### config.mk
export PLATFORM = sky130hd
export DESIGN_NAME = otp_trim_ctrl
export DESIGN_NICKNAME = d
export VERILOG_FILES = /design/src/rtl/otp_trim_ctrl.sv
export SDC_FILE = /design/constraint.sdc
export NUM_CORES = 1
export LEC_CHECK = 0
export BUFFER_PORTS_ARGS = -buffer_cell sky130_fd_sc_hd__clkbuf_2
export CAP_MARGIN = 30
export CORE_ASPECT_RATIO = 0.7
export CORE_MARGIN = 2
export CORE_UTILIZATION = 52
export CTS_CLUSTER_SIZE = 12
export DETAILED_ROUTE_END_ITERATION = 10
export HOLD_SLACK_MARGIN = 0.03
export PLACE_DENSITY = 0.78
export SKIP_CTS_REPAIR_TIMING = 1
export SLEW_MARGIN = 5
export SYNTH_ARGS = -nofsm -noshare
export SYNTH_HDL_FRONTEND = slang
export SYNTH_SLANG_ARGS = --single-unit
### constraint.sdc
create_clock -name clk -period 1.7 [get_ports clk]
set_clock_uncertainty 0.1 [all_clocks]
set_input_delay 0.17 -clock clk [delete_from_list [all_inputs] [get_ports clk]]
set_output_delay 0.17 -clock clk [all_outputs]
set_load 0.02 [all_outputs]
### src/rtl/otp_trim_ctrl.sv
module otp_trim_ctrl #(
  parameter int FILT_W      = 3,
  parameter int GAIN_W      = 6,
  parameter int CONV_CYCLES = 8
) (
  input  logic                     clk,
  input  logic                     rst_n,
  input  logic                     cs_fall,
  input  logic                     cs_rise,
  input  logic                     cmd_wr,
  input  logic                     cmd_prog,
  input  logic [FILT_W-1:0]        cmd_filt,
  input  logic [GAIN_W-1:0]        cmd_gain,
  input  logic [FILT_W+GAIN_W-1:0] fuse_q,
  output logic                     fuse_pgm,
  output logic [FILT_W+GAIN_W-1:0] fuse_wdata,
  output logic [FILT_W-1:0]        filt_code,
  output logic [GAIN_W-1:0]        gain_trim,
  output logic                     conv_end,
  output logic                     prog_err
);
  localparam int CFG_W = FILT_W + GAIN_W;
  localparam int CNT_W = $clog2(CONV_CYCLES + 1);

  logic [CNT_W-1:0] conv_cnt;
  logic [CFG_W-1:0] act_cfg, prev_cfg, burn_cfg;
  logic             prev_v, burn_v, after_burn, reload_q, boot_q;
  logic [CFG_W-1:0] cmd_cfg;

  assign cmd_cfg   = {cmd_filt, cmd_gain};
  assign conv_end  = rst_n && (conv_cnt == CNT_W'(1));
  assign filt_code = act_cfg[CFG_W-1:GAIN_W];
  assign gain_trim = act_cfg[GAIN_W-1:0];

  always_ff @(posedge clk or negedge rst_n) begin
    if (!rst_n) begin
      conv_cnt   <= '0;
      act_cfg    <= '0;
      prev_cfg   <= '0;
      prev_v     <= 1'b0;
      burn_cfg   <= '0;
      burn_v     <= 1'b0;
      after_burn <= 1'b0;
      fuse_pgm   <= 1'b0;
      fuse_wdata <= '0;
      reload_q   <= 1'b0;
      boot_q     <= 1'b1;
      prog_err   <= 1'b0;
    end else begin
      boot_q   <= 1'b0;
      reload_q <= fuse_pgm;

      if (cs_fall)
        conv_cnt <= CNT_W'(CONV_CYCLES);
      else if (conv_cnt != '0)
        conv_cnt <= conv_cnt - CNT_W'(1);

      fuse_pgm <= cs_fall && burn_v;
      if (cs_fall && burn_v) begin
        fuse_wdata <= burn_cfg;
        burn_v     <= 1'b0;
      end

      if (boot_q || reload_q) begin
        act_cfg <= fuse_q;
      end else if (conv_end && prev_v) begin
        act_cfg <= prev_cfg;
        prev_v  <= 1'b0;
      end

      if (cs_rise) begin
        if (cmd_wr && cmd_prog) begin
          if (after_burn) begin
            prog_err   <= 1'b1;
            after_burn <= 1'b0;
          end else begin
            burn_cfg   <= cmd_cfg;
            burn_v     <= 1'b1;
            after_burn <= 1'b1;
          end
        end else begin
          after_burn <= 1'b0;
          if (cmd_wr) begin
            prev_cfg <= cmd_cfg;
            prev_v   <= 1'b1;
          end
        end
      end
    end
  end
endmodule


==> summary.md <==
| Metric | Value |
|---|---|
| Worst Path Required | 1.43 ns |
| Cell internal pwr | 2.15 mW |
| Nets | between 200 and 250 |
| Layout area overhead | 24.3% |
| Clock slew at reported path FFs | 0.08 ns |
| Grt total ovfl | 0 |
| Final setup vio count | 0 |
| Critical path buffers and inverters | 3 |
| Antenna-violating nets left | 0 |
| F_max | 612 MHz |
| Critical path's top delay family | flip-flops |
| Die X | 76.6 um |
| Mapped Nets | approximately 170 |
| Initial core utilization | 0.542 |
| Arr. time, crit path | 1.36 ns |
| GRT Util Overall | 0.203 |
| Setup ws final | 0.0664 ns |
| Fin crit period | 1.63 ns |
| Comb power frac | 0.300 |
| Post-DR vias/cell | 5.27 |
| Reg2Reg Depth | 7 |
| Leakage | 1.11 nW |
| Final Hold Fails | 0 |
| Most frequent cells in the layout | 45 x dfrtp_1, 43 x clkbuf_2, 27 x mux2_2, 11 x nor2_1 |
| Mapped cell area | 1920 um^2 |
| Synth Instances | 146 |
| Layout cells sized above 1 | 0.454 |
| Top Ports | 45 |
| Vias in the first global route | 1284 |
| Final Slew Violations | 0 |
| VDD IR-drop max | roughly 0.00072 V |
| Seq/Total Area, Yosys | 0.614 |
| DRT Wirelength | ~4100 um |
| Detail Placement HPWL | 2810 um |
| Startpoint Class | flip-flop |
| Final Util | 0.674 |
| Power Density | between 1000 and 1500 nW/um^2 |
| Most common cell after layout, fill and taps aside | dfrtp_1 |
| HP Class | in -> reg |
| CTS sink count | 47 |
| CTS tree | done |
| Worst path slowest cell | dfrtp_1 |
| Clock Latency Late Sink | 0.30 ns |
| Number of remaining DRC errors | 0 |
| Final worst path period share | 0.961 |
| Placed Area | 2170 um^2 |
| First drt pass iteration count | 4 |
| CP max stage delay | 0.41 ns |
| Worst path cell trace | inv_2 > ha_4 > nand4bb_4 > clkinv_4 > buf_4 |
| Sequential power share | 0.502 |
| Kind of critical path | reg -> out |
| Pwr Total | 3.20 mW |
| Post-route cell area | between 2000 and 2500 um^2 |
| Crit path capture type | output port |
| Die area | about 4200 um^2 |
| Post-Syn Area per Cell | 13.1 um^2 |
| Iter 0 DRT Violations | 68 |
| Max-slew headroom | 0.572 |
| Dpl ws | 0.128 ns |
| Switching portion of total power | 0.326 |
| Post-synth top area share | 0.600 |
| Crit path depth | 5 |
| Site Rows | 18 |
| Max-cap check violation count | 0 |
| Num CTS Buffers | 5 |
| First-pass GRT wire length | 6290 um |
| Deepest clock path buffer count | 2 |
| Setup total negative slack | 0 ns |
| Async S/R FF share, synth | 1.00 |
| Switching Power | 1.04 mW |
| Fin Hold WS | 0.0262 ns |
| Die H | between 50 and 60 um |
| Largest area contributor in the netlist | dfrtp_1 |
| Post-synth EDFFs | 0 |
| Synth Register Bits | between 40 and 50 |
| DR vias | between 1000 and 1500 |
| H-tree levels | 2 |
| DR WL/cell | ~16 um |
| Clock network power share | 0.198 |
| Placed cells | 236 |
| Synth unique cells | 29 |
| Final non-filler cell total | 257 |
| WHS Path Cells | 3 |
| Dominant synthesized flop cell | dfrtp_1 |
| Core ar. | 3540 um^2 |
| Antenna fix cells | 0 |
| Status | completed |
| Gpl congestion | approximately 0.8 |
| IO Port Bufs | between 40 and 50 |
| Largest net degree at the start of global routing | between 40 and 50 |
| Root buffer cell | clkbuf_8 |
| Ranking of synthesized cells by area | dfrtp_1 60%, mux2_2 16%, a31oi_1 2.9% |
| Worst-Margin Slew | 0.641 ns |
| Initial antenna violation count | 0 |
| Crit path max fanout | 8 |
| YS warnings | 0 |
-- worst reg2reg max path: cells and delay by family, from the launching register on --
family                     cells  cell delay, ns
DFF                            1            0.41
AOI/OAI and AO/OA              2            0.21
and+or+nand+nor                1            0.19
buffers and inverters          3            0.40
adders and majority gates      1            0.13
-- path summary, 6_finish.rpt --
path / start / endpoint / slack (ns)
max in group asynchronous: rst_n / conv_cnt[0]$_DFFE_PN0P_ / 0.59
min in group asynchronous: rst_n / fuse_wdata[0]$_DFFE_PN0P_ / 0.47
setup / recovery: conv_cnt[1]$_DFFE_PN0P_ / conv_end / 0.07
hold reg to reg: fuse_pgm$_DFF_PN0_ / reload_q$_DFF_PN0_ / 0.29
setup reg to reg: conv_cnt[1]$_DFFE_PN0P_ / act_cfg[6]$_DFFE_PN0P_ / 0.12
hold / removal: fuse_q[1] / act_cfg[1]$_DFFE_PN0P_ / 0.03
-- state kept, by name, indices dropped and copies added, names as in the netlist --
signal,cells
after_burn,1
boot_q,1
burn_v,1
prog_err,1
prev_cfg,9
prev_v,1
fuse_pgm,1
reload_q,1
act_cfg,9
conv_cnt,4
fuse_wdata,9
burn_cfg,9
-- logic make-up (layout without fill, tap and decap cells) --
group	count (synthesis)	in the layout	synth area share
AO/OA/AOI/OAI	25	25	0.0796
XOR/XNOR	1	1	0.00457
adder cells (fa/ha/maj)	2	2	0.0130
buffers and inverters	12	73	0.0339
flip-flops	47	47	0.614
multiplexers	27	27	0.159
other	1	1	0.00196
AND/OR/NAND/NOR	31	31	0.0946
-- synthesized netlist by cell type (2+ instances only) --
| library cell | n |
|---|---|
| a31oi_1 | 9 |
| buf_4 | 3 |
| dfrtp_1 | 46 |
| ha_1 | 2 |
| inv_1 | 6 |
| mux2_2 | 27 |
| nand3_1 | 9 |
| nand3b_1 | 2 |
| nor2_1 | 11 |
| nor3_1 | 2 |
| o21ai_0 | 10 |
| o21ai_1 | 2 |
-- layout make-up --
cell class                      instances  area, um^2
Sequential cell                        47        1180
Fill cell                             283        1150
Clock buffer                            8        80.1
Timing Repair Buffer                   58         343
Multi-Input combinational cell         87         688
Inverter                                7        31.3
Tap cell                               50        62.6
-- routing by layer --
| metal | global-route usage | wire [um] |
|---|---|---|
| met1 | 0.267 | 1960 |
| met4 | 0.0909 | 66 |
| met5 | 0 | 0 |
| met3 | 0.0545 | 212 |
| met2 | 0.326 | 1820 |
-- power by group through the flow --
stage | registers (mW) | logic (mW) | clock network (mW)
5_1_grt | 1.64 | 1.05 | 0.696
3_3_place_gp | 1.59 | 0.865 | 0
2_1_floorplan | 1.72 | 0.483 | 0
4_1_cts | 1.59 | 0.904 | 0.651
6_report | 1.60 | 0.959 | 0.634
3_5_place_dp | 1.61 | 0.899 | 0
No activity file was read; power rests on OpenSTA's default activity.
